[config.mk]
export PLATFORM = sky130hd
export DESIGN_NAME = lcd_cmd_seq
export DESIGN_NICKNAME = d
export VERILOG_FILES = /design/src/rtl/lcdseq_pkg.sv /design/src/rtl/lcdseq_decode.sv /design/src/rtl/lcdseq_prefix.sv /design/src/rtl/lcdseq_regs.sv /design/src/rtl/lcdseq_psave.sv /design/src/rtl/lcd_cmd_seq.sv
export SDC_FILE = /design/constraint.sdc
export NUM_CORES = 1
export LEC_CHECK = 0
export BUFFER_PORTS_ARGS = -buffer_cell sky130_fd_sc_hd__clkbuf_2
export CORE_MARGIN = 5
export CORE_UTILIZATION = 50
export CTS_CLUSTER_DIAMETER = 40
export CTS_CLUSTER_SIZE = 12
export DETAILED_ROUTE_END_ITERATION = 6
export PLACE_DENSITY_LB_ADDON = 0.08
export RECOVER_POWER = 25
export REMOVE_ABC_BUFFERS = 1
export SLEW_MARGIN = 20
export SYNTH_ARGS = -nofsm -noshare
export SYNTH_HDL_FRONTEND = slang
export SYNTH_SLANG_ARGS = --single-unit
[constraint.sdc]
create_clock -name clk -period 2.6 [get_ports clk]
set_clock_uncertainty 0.2 [all_clocks]
set_input_delay 0.52 -clock clk [delete_from_list [all_inputs] [get_ports clk]]
set_output_delay 0.52 -clock clk [all_outputs]
set_load 0.02 [all_outputs]
[src/rtl/lcdseq_pkg.sv]
package lcdseq_pkg;
  parameter int VOL_W     = 6;
  parameter int IND_W     = 2;
  parameter int BST_W     = 2;
  parameter int PWR_W     = 3;
  parameter int RAT_W     = 3;
  parameter int LINE_W    = 6;
  parameter int PAGE_W    = 4;
  parameter int COL_W     = 8;
  parameter int NIB_W     = COL_W / 2;
  parameter int PAGE_LAST = 8;
  parameter logic [VOL_W-1:0] VOL_RST = 6'b100000;

  typedef enum logic [4:0] {
    K_NONE, K_DOFF, K_DON, K_NORM, K_REV, K_AOFF, K_AON,
    K_SOFF, K_SON, K_VOL, K_BST, K_COMN, K_COMR, K_RST,
    K_PWR, K_RAT, K_LINE, K_PAGE, K_CHI, K_CLO
  } op_kind_e;

  typedef enum logic [1:0] {PD_NONE, PD_VOL, PD_IND, PD_BST} pend_e;

  typedef struct packed {
    op_kind_e   kind;
    logic [7:0] arg;
  } op_t;

  typedef struct packed {
    logic              disp_on;
    logic              reverse;
    logic              all_on;
    logic [VOL_W-1:0]  vol;
    logic              ind_on;
    logic [IND_W-1:0]  ind_mode;
    logic [BST_W-1:0]  boost;
    logic [PWR_W-1:0]  pwr;
    logic [RAT_W-1:0]  ratio;
    logic [LINE_W-1:0] line;
    logic [PAGE_W-1:0] page;
    logic [COL_W-1:0]  col;
    logic              com_flip;
  } cfg_t;
endpackage

[src/rtl/lcdseq_decode.sv]
module lcdseq_decode
  import lcdseq_pkg::*;
(
  input  logic [7:0] byte_i,
  output op_t        op_o
);
  logic [3:0] hi;
  logic [3:0] lo;
  assign hi = byte_i[7:4];
  assign lo = byte_i[3:0];

  always_comb begin
    op_o.kind = K_NONE;
    op_o.arg  = byte_i;
    case (hi)
      4'h0: begin
        case (lo)
          4'h1: op_o.kind = K_DOFF;
          4'h2: op_o.kind = K_DON;
          4'h3: op_o.kind = K_NORM;
          4'h4: op_o.kind = K_REV;
          4'h5: op_o.kind = K_AOFF;
          4'h6: op_o.kind = K_AON;
          4'h7: op_o.kind = K_SOFF;
          4'h8: op_o.kind = K_SON;
          4'h9: op_o.kind = K_VOL;
          4'hA: op_o.kind = K_BST;
          4'hB: op_o.kind = K_COMN;
          4'hC: op_o.kind = K_COMR;
          4'hF: op_o.kind = K_RST;
          default: op_o.kind = K_NONE;
        endcase
      end
      4'h1: if (!lo[3]) op_o.kind = K_PWR;
      4'h2: if (!lo[3]) op_o.kind = K_RAT;
      4'h4, 4'h5, 4'h6, 4'h7: op_o.kind = K_LINE;
      4'h8: if (lo <= 4'(PAGE_LAST)) op_o.kind = K_PAGE;
      4'hC: op_o.kind = K_CHI;
      4'hD: op_o.kind = K_CLO;
      default: op_o.kind = K_NONE;
    endcase
  end
endmodule

[src/rtl/lcdseq_prefix.sv]
module lcdseq_prefix
  import lcdseq_pkg::*;
(
  input  logic     clk,
  input  logic     rst_n,
  input  logic     valid_i,
  input  op_kind_e kind_i,
  output pend_e    pend_o,
  output logic     exec_o,
  output logic     data_wr_o
);
  pend_e pend_q;
  pend_e pend_d;

  assign exec_o    = valid_i && (pend_q == PD_NONE);
  assign data_wr_o = valid_i && (pend_q != PD_NONE);
  assign pend_o    = pend_q;

  always_comb begin
    pend_d = pend_q;
    if (data_wr_o) begin
      pend_d = PD_NONE;
    end else if (exec_o) begin
      case (kind_i)
        K_VOL:   pend_d = PD_VOL;
        K_SON:   pend_d = PD_IND;
        K_BST:   pend_d = PD_BST;
        default: pend_d = PD_NONE;
      endcase
    end
  end

  always_ff @(posedge clk or negedge rst_n) begin
    if (!rst_n) begin
      pend_q <= PD_NONE;
    end else if (valid_i) begin
      pend_q <= pend_d;
    end
  end

  AST_PREFIX_ONE_BYTE: assert property (@(posedge clk) disable iff (!rst_n)
    (valid_i && pend_q != PD_NONE) |=> (pend_q == PD_NONE));
  AST_VOL_ARM: assert property (@(posedge clk) disable iff (!rst_n)
    (exec_o && kind_i == K_VOL) |=> (pend_q == PD_VOL));
endmodule

[src/rtl/lcdseq_regs.sv]
module lcdseq_regs
  import lcdseq_pkg::*;
(
  input  logic       clk,
  input  logic       rst_n,
  input  logic       exec_i,
  input  logic       data_wr_i,
  input  pend_e      pend_i,
  input  op_t        op_i,
  input  logic [7:0] byte_i,
  output cfg_t       cfg_o
);
  cfg_t cfg_q;
  cfg_t cfg_d;
  logic cfg_en;

  assign cfg_en = exec_i || data_wr_i;
  assign cfg_o  = cfg_q;

  always_comb begin
    cfg_d = cfg_q;
    if (data_wr_i) begin
      case (pend_i)
        PD_VOL:  cfg_d.vol      = byte_i[VOL_W-1:0];
        PD_IND:  cfg_d.ind_mode = byte_i[IND_W-1:0];
        PD_BST:  cfg_d.boost    = byte_i[BST_W-1:0];
        default: ;
      endcase
    end else if (exec_i) begin
      case (op_i.kind)
        K_DOFF: cfg_d.disp_on  = 1'b0;
        K_DON:  cfg_d.disp_on  = 1'b1;
        K_NORM: cfg_d.reverse  = 1'b0;
        K_REV:  cfg_d.reverse  = 1'b1;
        K_AOFF: cfg_d.all_on   = 1'b0;
        K_AON:  if (cfg_q.disp_on) cfg_d.all_on = 1'b1;
        K_SOFF: cfg_d.ind_on   = 1'b0;
        K_SON:  cfg_d.ind_on   = 1'b1;
        K_COMN: cfg_d.com_flip = 1'b0;
        K_COMR: cfg_d.com_flip = 1'b1;
        K_PWR:  cfg_d.pwr      = op_i.arg[PWR_W-1:0];
        K_RAT:  cfg_d.ratio    = op_i.arg[RAT_W-1:0];
        K_LINE: cfg_d.line     = op_i.arg[LINE_W-1:0];
        K_PAGE: cfg_d.page     = op_i.arg[PAGE_W-1:0];
        K_CHI:  cfg_d.col[COL_W-1:NIB_W] = op_i.arg[NIB_W-1:0];
        K_CLO:  cfg_d.col[NIB_W-1:0]     = op_i.arg[NIB_W-1:0];
        K_RST: begin
          cfg_d.line     = '0;
          cfg_d.page     = '0;
          cfg_d.col      = '0;
          cfg_d.com_flip = 1'b0;
          cfg_d.ratio    = '0;
          cfg_d.vol      = VOL_RST;
          cfg_d.ind_on   = 1'b0;
          cfg_d.ind_mode = '0;
        end
        default: ;
      endcase
    end
  end

  always_ff @(posedge clk or negedge rst_n) begin
    if (!rst_n) begin
      cfg_q.disp_on  <= 1'b0;
      cfg_q.reverse  <= 1'b0;
      cfg_q.all_on   <= 1'b0;
      cfg_q.vol      <= VOL_RST;
      cfg_q.ind_on   <= 1'b0;
      cfg_q.ind_mode <= '0;
      cfg_q.boost    <= '0;
      cfg_q.pwr      <= '0;
      cfg_q.ratio    <= '0;
      cfg_q.line     <= '0;
      cfg_q.page     <= '0;
      cfg_q.col      <= '0;
      cfg_q.com_flip <= 1'b0;
    end else if (cfg_en) begin
      cfg_q <= cfg_d;
    end
  end

  AST_VOL_STORE: assert property (@(posedge clk) disable iff (!rst_n)
    (data_wr_i && pend_i == PD_VOL) |=> (cfg_q.vol == $past(byte_i[VOL_W-1:0])));
  AST_LOCK_MODES: assert property (@(posedge clk) disable iff (!rst_n)
    data_wr_i |=> ($stable(cfg_q.disp_on) && $stable(cfg_q.reverse) && $stable(cfg_q.all_on)));
endmodule

[src/rtl/lcdseq_psave.sv]
module lcdseq_psave
  import lcdseq_pkg::*;
(
  input  logic     clk,
  input  logic     rst_n,
  input  logic     exec_i,
  input  op_kind_e kind_i,
  input  logic     disp_on_i,
  input  logic     ind_on_i,
  output logic     ps_o,
  output logic     standby_o,
  output logic     osc_en_o,
  output logic     supply_en_o,
  output logic     blank_n_o
);
  logic ps_q;
  logic ps_d;

  always_comb begin
    ps_d = ps_q;
    case (kind_i)
      K_AON:        if (!disp_on_i) ps_d = 1'b1;
      K_DON, K_AOFF: ps_d = 1'b0;
      default: ;
    endcase
  end

  always_ff @(posedge clk or negedge rst_n) begin
    if (!rst_n) begin
      ps_q <= 1'b0;
    end else if (exec_i) begin
      ps_q <= ps_d;
    end
  end

  assign ps_o        = ps_q;
  assign standby_o   = ps_q && ind_on_i;
  assign osc_en_o    = !ps_q || ind_on_i;
  assign supply_en_o = !ps_q;
  assign blank_n_o   = !ps_q;

  AST_PS_ENTRY: assert property (@(posedge clk) disable iff (!rst_n)
    (exec_i && kind_i == K_AON && !disp_on_i) |=> ps_q);
  AST_PS_EXIT: assert property (@(posedge clk) disable iff (!rst_n)
    (exec_i && (kind_i == K_DON || kind_i == K_AOFF)) |=> !ps_q);
endmodule

[src/rtl/lcd_cmd_seq.sv]
module lcd_cmd_seq
  import lcdseq_pkg::*;
(
  input  logic              clk,
  input  logic              rst_n,
  input  logic              cmd_valid,
  input  logic [7:0]        cmd_byte,
  output logic              disp_on,
  output logic              reverse,
  output logic              all_on,
  output logic              pix_invert,
  output logic              pix_all,
  output logic [VOL_W-1:0]  contrast,
  output logic              ind_on,
  output logic [IND_W-1:0]  ind_mode,
  output logic [BST_W-1:0]  boost_sel,
  output logic [PWR_W-1:0]  pwr_ctrl,
  output logic [RAT_W-1:0]  res_ratio,
  output logic [LINE_W-1:0] start_line,
  output logic [PAGE_W-1:0] page_addr,
  output logic [COL_W-1:0]  col_addr,
  output logic              com_flip,
  output logic              await_data,
  output logic              power_save,
  output logic              standby,
  output logic              osc_en,
  output logic              supply_en,
  output logic              blank_n
);
  op_t   op;
  pend_e pend;
  logic  exec;
  logic  data_wr;
  cfg_t  cfg;

  lcdseq_decode u_decode (
    .byte_i (cmd_byte),
    .op_o   (op)
  );

  lcdseq_prefix u_prefix (
    .clk       (clk),
    .rst_n     (rst_n),
    .valid_i   (cmd_valid),
    .kind_i    (op.kind),
    .pend_o    (pend),
    .exec_o    (exec),
    .data_wr_o (data_wr)
  );

  lcdseq_regs u_regs (
    .clk       (clk),
    .rst_n     (rst_n),
    .exec_i    (exec),
    .data_wr_i (data_wr),
    .pend_i    (pend),
    .op_i      (op),
    .byte_i    (cmd_byte),
    .cfg_o     (cfg)
  );

  lcdseq_psave u_psave (
    .clk         (clk),
    .rst_n       (rst_n),
    .exec_i      (exec),
    .kind_i      (op.kind),
    .disp_on_i   (cfg.disp_on),
    .ind_on_i    (cfg.ind_on),
    .ps_o        (power_save),
    .standby_o   (standby),
    .osc_en_o    (osc_en),
    .supply_en_o (supply_en),
    .blank_n_o   (blank_n)
  );

  assign disp_on    = cfg.disp_on;
  assign reverse    = cfg.reverse;
  assign all_on     = cfg.all_on;
  assign pix_all    = cfg.all_on;
  assign pix_invert = cfg.reverse && !cfg.all_on;
  assign contrast   = cfg.vol;
  assign ind_on     = cfg.ind_on;
  assign ind_mode   = cfg.ind_mode;
  assign boost_sel  = cfg.boost;
  assign pwr_ctrl   = cfg.pwr;
  assign res_ratio  = cfg.ratio;
  assign start_line = cfg.line;
  assign page_addr  = cfg.page;
  assign col_addr   = cfg.col;
  assign com_flip   = cfg.com_flip;
  assign await_data = (pend != PD_NONE);

  AST_PS_DISPLAY_OFF: assert property (@(posedge clk) disable iff (!rst_n)
    power_save |-> !disp_on);
  AST_PS_KEEPS_MODES: assert property (@(posedge clk) disable iff (!rst_n)
    $rose(power_save) |-> ($stable(all_on) && $stable(reverse)));
endmodule

Word level (Yosys, flattened, before mapping)
Memory sizes are Yosys's and may differ from the RTL's.
Index checks and enable logic that the tools add are counted.

operators by class
  equal/unequal tests = 35
  shift-type cells = 0
  $lt $le $gt $ge = 1
  divide/modulo/power cells = 0
  muxes and demuxes = 27
  reductions and logical operators = 44
  bitwise gates (word level) = 1
  multiply operators = 0
  $add $sub $neg = 0

operators with widths
  operator              count
  $reduce_and A4 Y1     12
  $eq A5 B4 Y1 const B  8
  $pmux W5 S7           1
  $reduce_bool A2 Y1    14
  $pmux W4 S2           3
  $eq A5 B3 Y1 const B  4
  $eq A5 B5 Y1 const B  4
  $mux W6               3
  $eq A4 B3 Y1 const B  4
  $eq A4 B4 Y1 const B  3
  $pmux W1 S2           6
  $pmux W6 S2           1
  $eq A5 B2 Y1 const B  2
  $mux W2               5
  $mux W9               1
  $mux W4               2
  $ne A2 B2 Y1 const B  4
  $pmux W2 S3           1
  $pmux W3 S2           1
  $reduce_and A3 Y1     2
  $reduce_or A2 Y1      3
  $eq A5 B1 Y1 const B  1
  $mux W5               1
  $reduce_and A5 Y1     1
  other kinds (14)      21

word-level totals
  memories = 1
  latch bits = 0
  memory bits (writable) = 0
  input port bits = 11
  output and inout port bits = 47
  register bits = 42
  memory bits (read-only) = 64
  word-level logic and storage cells = 125

memory list
  memory            words  bits a word  read ports  clocked after memory_dff  wr ports  line                 RTL
  (name not given)  16     4            1           0                         0         lcdseq_decode.sv:17  case (lo)

Longest topological paths before layout
Gate-level depths: netlist of run 1.

  word-level depth = 8
  gate-level depth with buffers = 8
  depth with buffers taken out = 7

Cells and area by module
A second synthesis of run 1 with hierarchy kept.

unflattened totals
  cells, all modules = 233
  area, all modules = 2411.1 µm²

modules (own cells, without submodules)
  module         times used  area each (µm²)  seq. area each (µm²)  cells an instance
  lcdseq_regs    1           1868.0           977.2                 166
  lcdseq_decode  1           295.3            0.0                   42
  lcdseq_prefix  1           130.1            50.0                  11
  lcdseq_psave   1           97.6             25.0                  11
  lcd_cmd_seq    1           20.0             0.0                   3

Least setup slack after synthesis of run 1
Ideal clock, no wire load.

  path type = input to register
  start point = input cmd_byte[4]
  end point = register u_regs.cfg_q, in the netlist u_regs.cfg_o[1]
  buffers on the path = 2
  stages = 7
  data required time = 2.275 ns
  setup slack = -0.056 ns
  arrival = 2.331 ns
  cells stage by stage = buf_2 > or4b_1 > a21o_4 > and4_1 > buf_6 > a211oi_4 > mux2_2

between the ends
  word-level cells in the longest chain between the ends = 6
  elaborated cells on any way between the ends = 17
  classes of those cells = eq/ne (11); mux (2); reduce/logical (4)

RTL lines
  item                                          line                 RTL
  from (decl)                                   lcd_cmd_seq.sv:7     input logic [7:0] cmd_byte,
  $eq A4 B3 Y1                                  lcdseq_decode.sv:15  case (hi)
  $reduce_or A4 Y1                              lcdseq_decode.sv:15
  $pmux W5 S7 (*)                               lcdseq_decode.sv:15
  $eq A5 B5 Y1 or $eq A5 B4 Y1 (tied branches)  lcdseq_regs.sv:30    case (op_i.kind)
  $reduce_bool A2 Y1 (no line)                  n/a
  $reduce_and A4 Y1 (no line)                   n/a
  to (signal assigned)                          lcdseq_regs.sv:78    cfg_q <= cfg_d;
  to (decl)                                     lcdseq_regs.sv:13    cfg_t cfg_q;

Mark *: on every way between the ends. The rest lies on a longest branch, timed or not.
A chain may end at the register's enable or synchronous reset.

Final worst setup path of run 1
  start point = input cmd_byte[0]
  end point = register u_regs.cfg_q, in the netlist u_regs.cfg_o[6]

between the ends
  word-level cells in the longest chain between the ends = 6
  elaborated cells on any way between the ends = 9
  classes of those cells = order compare (1); eq/ne (2); mux (3); reduce/logical (2); memory (1)

RTL lines
  item                                          line                 RTL
  $le A4 B4 Y1                                  lcdseq_decode.sv:37  4'h8: if (lo <= 4'(PAGE_LAST)) op_o.kind = K_PAGE;
  $mux W5                                       lcdseq_decode.sv:37
  $pmux W5 S7 (*)                               lcdseq_decode.sv:15
  $eq A5 B5 Y1 or $eq A5 B4 Y1 (tied branches)  lcdseq_regs.sv:30
  $reduce_bool A2 Y1 (no line)                  n/a
  $reduce_and A4 Y1 (no line)                   n/a

Marked as above.

==> flow_summary.toml, run 1 <==
[drt]
wirelength_um = 5670
detail_route.drc_violations = 0
ant_nets = 0
detailedRoute.firstIterationViolations = 109
num_vias = 1930
detail_route.wl_per_cell_um = 16.5
firstDrtPassIters = 4
routed_via_density = 5.61

[setup_path]
worstReg2RegEnd = "u_regs.cfg_o[6]"
worst_ep_arrival_time_ns = 2.54
worst-setup-path-type = "primary input to flip-flop"
r2r_worst_path_depth = 4
startpoint_type = "primary input"
cp-end-kind = "flip-flop"
worst_path_required_time_ns = 2.61
timing.reg2reg.setup_slack_ns = 0.33
rr_startpoint = "u_prefix.pend_o[1]"
crit_fanout = 4

[sta]
hold_viol_final = 0
timing.setup.tns_ns = 0
setup_repair_after_global_routing_missed_its_margin = "no"
timing.max_slew.rel_slack_pct = 33.1
timing_worst_slew_pin_value_ns = 1.00
maxSlewViolCount = 0
fin_crit_sh_pct = 97.3
setup_viol = 0
achievable-frequency_ghz = 0.395
post-route-min-period_ns = 2.53

[clock_network]
cts.reportedPaths.clkPinSlew_ns = 0.08
tritoncts = "built"
cts-buffers-inserted = 5
clock_sinks = 42
max_h_tree_level = 2
worstSkewPairLatency_ns = 0.30
cts.root.buffer_cell = "sky130_fd_sc_hd__clkbuf_8"
total_setup_buffers_inserted_after_cts = 0
cts_buffer_depth = 2

[synth]
async_flop_share_pct = 100
part_of_the_yosys_area_used_for_sequential_elements_pct = 47.8
synthTopCellsByCount = "sky130_fd_sc_hd__dfrtp_1, sky130_fd_sc_hd__mux2_2, sky130_fd_sc_hd__nand2_1, sky130_fd_sc_hd__nor2_1"
post_synth_top_area_cell = "sky130_fd_sc_hd__dfrtp_1"
yosysMostFrequentCell = "sky130_fd_sc_hd__dfrtp_1"
synth.yosys.warnings = 0
postSynth.topFlopCell = "sky130_fd_sc_hd__dfrtp_1"
postSynthRegisterBits = 42
synth_enable_flop_cells = 0
synth_area_per_cell_um2 = 11.1
synth_top_area_share_pct = 46.6
netlist-cell-type-count = 57
post_synth_instance_area_um2 = 2200
area_contributors_post_synth = "sky130_fd_sc_hd__dfrtp_1, sky130_fd_sc_hd__mux2_2, sky130_fd_sc_hd__a22o_1, sky130_fd_sc_hd__nand2_1, sky130_fd_sc_hd__nor2_1"
gate_count_after_technology_mapping = 199

[global_routing]
antenna_found_initial = 0
grt-ovfl-total = 0
grt_pass1_wl_um = 9770
grt_start_max_net_pins = 43
grt_usage_pct = 20.4
grt_pass1_vias = 1951

[pwr]
sequentialPowerShare_pct = 42.2
clock_power_share_pct = 34.3
leakage_nw = 1.43
power_density_nw_per_um2 = 628
power.share.combinational_pct = 23.5
power_switching_share_pct = 28.3
finalPower_w = 0.00184
power_report.internal_total_w = 0.00132
vdd_ir_drop_max_v = 0.000325
switchingPower_w = 0.000522

[floorplanning]
die_h_um = 76.3
coreArea_um2 = 4320
die_width_um = 76.3
design.portCount = 58
num_rows = 24
floorplan.initialDensity_pct = 50.9
fp.dieArea_um2 = 5830

[layout]
multi_input_comb_area_um2 = 1070
seqCellArea_um2 = 1050
design.final.nets = 304
fillers = 341
postLayoutCellArea_um2 = 2930
finish.utilization_pct = 67.8
layout-area-overhead-vs-synth_pct = 33.3
drive_above_1_share_pct = 46.2
n_antenna_cell = 0

[place]
gp_congestion = 0.939
detailed_place.area_um2 = 2770
final_hpwl_dp_um = 4390
place.port_buffers = 57

[min_path]
timing.hold.worst.class = "primary input to asynchronous set/reset pin"

[job]
maxCapViolations = 0

[run_status]
outcome = "completed"
repair_timing:
item,in CTS,in global routing
gates resized for setup,0,3
setup endpoints to repair,0,14
hold buffers,0,0
kinds of logic after synthesis:
| group | Yosys count | synth area share, % |
|---|---|---|
| buffers and inverters | 19 | 4.44 |
| AOI/OAI and AO/OA | 53 | 21.0 |
| muxes | 17 | 8.65 |
| and+or+nand+nor | 64 | 16.2 |
| adders and majority gates | 2 | 1.14 |
| DFF | 42 | 47.8 |
| xor gates and xnor gates | 2 | 0.797 |
worst max-delay path, cell delays in order:
cell                       delay, ns
sky130_fd_sc_hd__clkbuf_2       0.12
sky130_fd_sc_hd__ha_1           0.19
sky130_fd_sc_hd__and3_1         0.20
sky130_fd_sc_hd__o21a_1         0.22
sky130_fd_sc_hd__or4_4          0.54
sky130_fd_sc_hd__or4_1          0.51
sky130_fd_sc_hd__o221ai_1       0.22
power groups by stage:
stage                     clock (W)  sequential (W)  combinational [W]
after floorplan                   0        0.000891           0.000142
after global placement            0        0.000790           0.000426
after detailed placement          0        0.000790           0.000432
after CTS                  0.000643        0.000778           0.000433
after global routing       0.000679        0.000791           0.000469
final                      0.000632        0.000778           0.000433
how the worst max path moves through the flow:
| stage | to | start | cells past startpoint | slack, ns |
|---|---|---|---|---|
| detailed placement | u_regs.cfg_o[17] | cmd_byte[5] | 6 | -0.23 |
| CTS | u_regs.cfg_o[17] | cmd_byte[5] | 6 | 0.09 |
| finish | u_regs.cfg_o[6] | cmd_byte[0] | 7 | 0.07 |
| global placement | u_regs.cfg_o[2] | cmd_byte[5] | 6 | -0.23 |
| global route | u_regs.cfg_o[7] | cmd_byte[1] | 8 | 0.01 |
| floorplan | u_regs.cfg_o[1] | cmd_byte[6] | 5 | 0.05 |
through the flow:
step | hold slack (ns) | instances | setup slack [ns]
3_5_place_dp | 0.263 | 336 | -0.229
4_1_cts | 0.0948 | 344 | 0.0935
3_3_place_gp | 0.259 | 336 | -0.233
2_1_floorplan | 0.0244 | 189 | 0.0463
5_1_grt | 0.309 | 344 | 0.0112
6_report | 0.264 | 344 | 0.0710
cell type report:
| type | instances | share of cell area (%) |
|---|---|---|
| clock buffer | 6 | 2.82 |
| clock inverter | 2 | 2.05 |
| inverter | 9 | 1.15 |
| multi-input combinational | 138 | 36.5 |
| sequential | 42 | 35.9 |
| tap | 52 | 2.22 |
| timing repair buffer | 95 | 19.4 |
state kept, by name, indices dropped and copies added, names as in the netlist:
signal,count
u_psave.ps_o,1
u_prefix.pend_o,2
u_regs.cfg_o,39
routing by layer:
layer / routed length, µm / global-route usage (%) / vias to the layer above
met4: 61 / 6.12 / 0
met3: 339 / 4.14 / 7
met1: 2660 / 29.7 / 933
met2: 2610 / 30.6 / 53
met5: 0 / 0 / -
li1: - / - / 937
layout by cell type (no fill, tap or decap), types with 4 or more instances in the layout:
| cell | Yosys | final |
|---|---|---|
| sky130_fd_sc_hd__clkbuf_8 | 0 | 6 |
| sky130_fd_sc_hd__nand2_1 | 16 | 16 |
| sky130_fd_sc_hd__mux2_2 | 16 | 16 |
| sky130_fd_sc_hd__inv_1 | 9 | 9 |
| sky130_fd_sc_hd__nand3_1 | 6 | 6 |
| sky130_fd_sc_hd__o31ai_1 | 4 | 4 |
| sky130_fd_sc_hd__nor2_1 | 10 | 10 |
| sky130_fd_sc_hd__dfrtp_1 | 41 | 41 |
| sky130_fd_sc_hd__buf_4 | 2 | 37 |
| sky130_fd_sc_hd__nor3_1 | 5 | 5 |
| sky130_fd_sc_hd__a22o_1 | 9 | 9 |
| sky130_fd_sc_hd__o21ai_0 | 7 | 7 |
| sky130_fd_sc_hd__clkbuf_2 | 0 | 58 |
No activity file was read; power rests on OpenSTA's default activity.
==> inputs of run 2 (changes only) <==
--- a/config.mk
+++ b/config.mk
@@ -8,7 +8,8 @@
 export BUFFER_PORTS_ARGS = -buffer_cell sky130_fd_sc_hd__clkbuf_2
 export CORE_MARGIN = 5
 export CORE_UTILIZATION = 50
-export CTS_CLUSTER_DIAMETER = 40
+export CTS_BUF_LIST = sky130_fd_sc_hd__clkbuf_8 sky130_fd_sc_hd__clkbuf_16
+export CTS_CLUSTER_DIAMETER = 30
 export CTS_CLUSTER_SIZE = 12
 export DETAILED_ROUTE_END_ITERATION = 6
 export PLACE_DENSITY_LB_ADDON = 0.08
==> constraint.sdc (replaced) <==
create_clock -name clk -period 2.6 [get_ports clk]
set_clock_uncertainty 0.2 [all_clocks]
set_input_delay 0.13 -clock clk [delete_from_list [all_inputs] [get_ports clk]]
set_output_delay 0.13 -clock clk [all_outputs]
set_load 0.02 [all_outputs]
==> run 2 against run 1 <==
Setup slack better by 0.0054 ns. Clock power down 21%. Power down 9.4%. Non-clock buffer count down 20. Die area unchanged. Via count down 2.3%. Flip-flop and latch count unchanged. Routed wire length down 1.1%. Largest cell class unchanged. Final cell count down 5.8%.
==> flow_summary.toml, run 2 (synthesis results as in run 1) <==
[layout]
layout-area-overhead-vs-synth_pct = 23.3
largest_reg_flops = 39
design.final.nets = 284
n_antenna_cell = 0
layout.cells.most_common_list = "sky130_fd_sc_hd__dfrtp_1, sky130_fd_sc_hd__clkbuf_1, sky130_fd_sc_hd__clkbuf_2, sky130_fd_sc_hd__nand2_1, sky130_fd_sc_hd__mux2_2"
final_common_cell = "sky130_fd_sc_hd__dfrtp_1"
drive_above_1_share_pct = 28.3
finish.utilization_pct = 62.7

[floorplanning]
coreArea_um2 = 4320
fp.dieArea_um2 = 5830
num_rows = 24
design.portCount = 58
die_h_um = 76.3
die_width_um = 76.3
floorplan.initialDensity_pct = 50.9

[sta]
post-route-worst-setup-slack_ns = 0.0764
setup_viol = 0
timing.max_slew.rel_slack_pct = 38.0
post-route-min-period_ns = 2.52
achievable-frequency_ghz = 0.396
fin_crit_sh_pct = 97.1
maxSlewViolCount = 0
hold_viol_final = 0
setup_repair_after_global_routing_missed_its_margin = "no"
timing_worst_slew_pin_value_ns = 0.930

[clock_network]
tritoncts = "built"
cts_buffer_depth = 2
clock_sinks = 42
cts.root.buffer_cell = "sky130_fd_sc_hd__clkbuf_8"
cts-buffers-inserted = 5
cts.reportedPaths.clkPinSlew_ns = 0.08
max_h_tree_level = 2
worstSkewPairLatency_ns = 0.29

[job]
maxCapViolations = 0

[setup_path]
startpoint_type = "primary input"
worst_ep_arrival_time_ns = 2.50
crit_fanout = 5
worstPathCellList = "dlygate4sd3_1 > clkbuf_2 > or3_1 > or3_1 > and4_2 > a211oi_4 > mux2_2"
slowest_stage = "sky130_fd_sc_hd__dlygate4sd3_1"
worst-setup-path-type = "primary input to flip-flop"
worst_path_required_time_ns = 2.58
cpMostUsedCell = "sky130_fd_sc_hd__or3_1"
critical_path.max_stage_delay_ns = 0.53
cp-end-kind = "flip-flop"

[global_routing]
grt_busiest_layer = "met1"
grt-ovfl-total = 0
groute.layer.met3.usage_pct = 4.85
grt_pass1_vias = 1856
grt_start_max_net_pins = 43
grt_pass1_wl_um = 9360
grt_usage_pct = 19.7
global_route.usage.met2_pct = 28.7
antenna_found_initial = 0
gr-usage-met1_pct = 28.7

[drt]
ant_nets = 0
detailedRoute.firstIterationViolations = 107
routed_via_density = 5.82
firstDrtPassIters = 4
num_vias = 1886
detail_route.drc_violations = 0
wirelength_um = 5600
detail_route.wl_per_cell_um = 17.3

[pwr]
leakage_nw = 1.22
power_density_nw_per_um2 = 616
vdd_ir_drop_max_v = 0.000469

[place]
final_hpwl_dp_um = 4110
place.port_buffers = 57
gp_congestion = 0.961
dp_slack_ns = -0.0498

[min_path]
timing.hold.worst.class = "primary input to flip-flop"

[run_status]
outcome = "completed"
-- run 2: cell count changes in the layout (fill, tap and decap cells not counted), sizes merged --
cell | before | now
bufinv | 2 | 1
clkbuf | 64 | 61
dlygate4sd3 | 0 | 4
buf | 37 | 15
inv | 9 | 11
-- run 2: where the power goes --
| part | total, W | switching (W) | internal [W] |
|---|---|---|---|
| registers | 0.000779 | 0.0000442 | 0.000735 |
| logic | 0.000393 | 0.000251 | 0.000143 |
| clock network | 0.000497 | 0.000217 | 0.000279 |
-- run 2: final cells by class --
| cell class | instances | area (µm²) |
|---|---|---|
| well taps | 52 | 65.1 |
| inverters | 9 | 33.8 |
| fillers | 395 | 1610 |
| flip-flops and latches | 42 | 1050 |
| multi-input cells | 138 | 1060 |
| repair buffers | 75 | 390 |
| clock inverters | 3 | 37.5 |
| clock buffers | 5 | 68.8 |
-- run 2: repair_timing --
action	4_1_cts	5_1_grt
endpoints found under the hold margin	46	0
buffers inserted	0	2
setup endpoints to repair	0	10
hold buffers	4	0
gates resized for setup	0	3
-- run 2: final timing paths --
check / cells past startpoint / to / from / slack, ns
worst max-delay path: 7 / u_regs.cfg_o[2] / cmd_byte[3] / 0.08
worst min-delay path: 2 / u_regs.cfg_o[34] / cmd_byte[4] / 0.02
worst max register to register: 5 / u_regs.cfg_o[24] / u_prefix.pend_o[1] / 0.21
worst min register to register: 2 / u_regs.cfg_o[35] / u_regs.cfg_o[35] / 0.27
max in group asynchronous: 2 / u_regs.cfg_o[15] / rst_n / 1.30
min in group asynchronous: 2 / u_regs.cfg_o[28] / rst_n / 0.31
-- run 2: metrics by stage --
stage / cells / total power, W / hold slack (ns) / instance area, µm² / setup TNS, ns
2_1_floorplan: 189 / 0.00103 / -0.366 / 2140 / 0
3_3_place_gp: 310 / 0.00119 / 0.145 / 2580 / -0.00430
3_5_place_dp: 310 / 0.00120 / 0.162 / 2580 / -0.141
4_1_cts: 322 / 0.00171 / 0.00263 / 2720 / 0
5_1_grt: 324 / 0.00176 / 0.0357 / 2710 / 0
6_report: 324 / 0.00167 / 0.0213 / 2710 / 0
-- run 2: metal layers --
| layer | wire [µm] | vias to the layer above |
|---|---|---|
| met3 | 457 | 7 |
| met1 | 2480 | 910 |
| met5 | 0 | - |
| met2 | 2620 | 81 |
| li1 | - | 888 |
| met4 | 50 | 0 |
-- run 2: critical path, delay by kind of cell --
family | cells | cell delay (ns)
buf+inv | 2 | 0.68
mux | 1 | 0.38
simple gates | 3 | 1.02
compound gates | 1 | 0.28
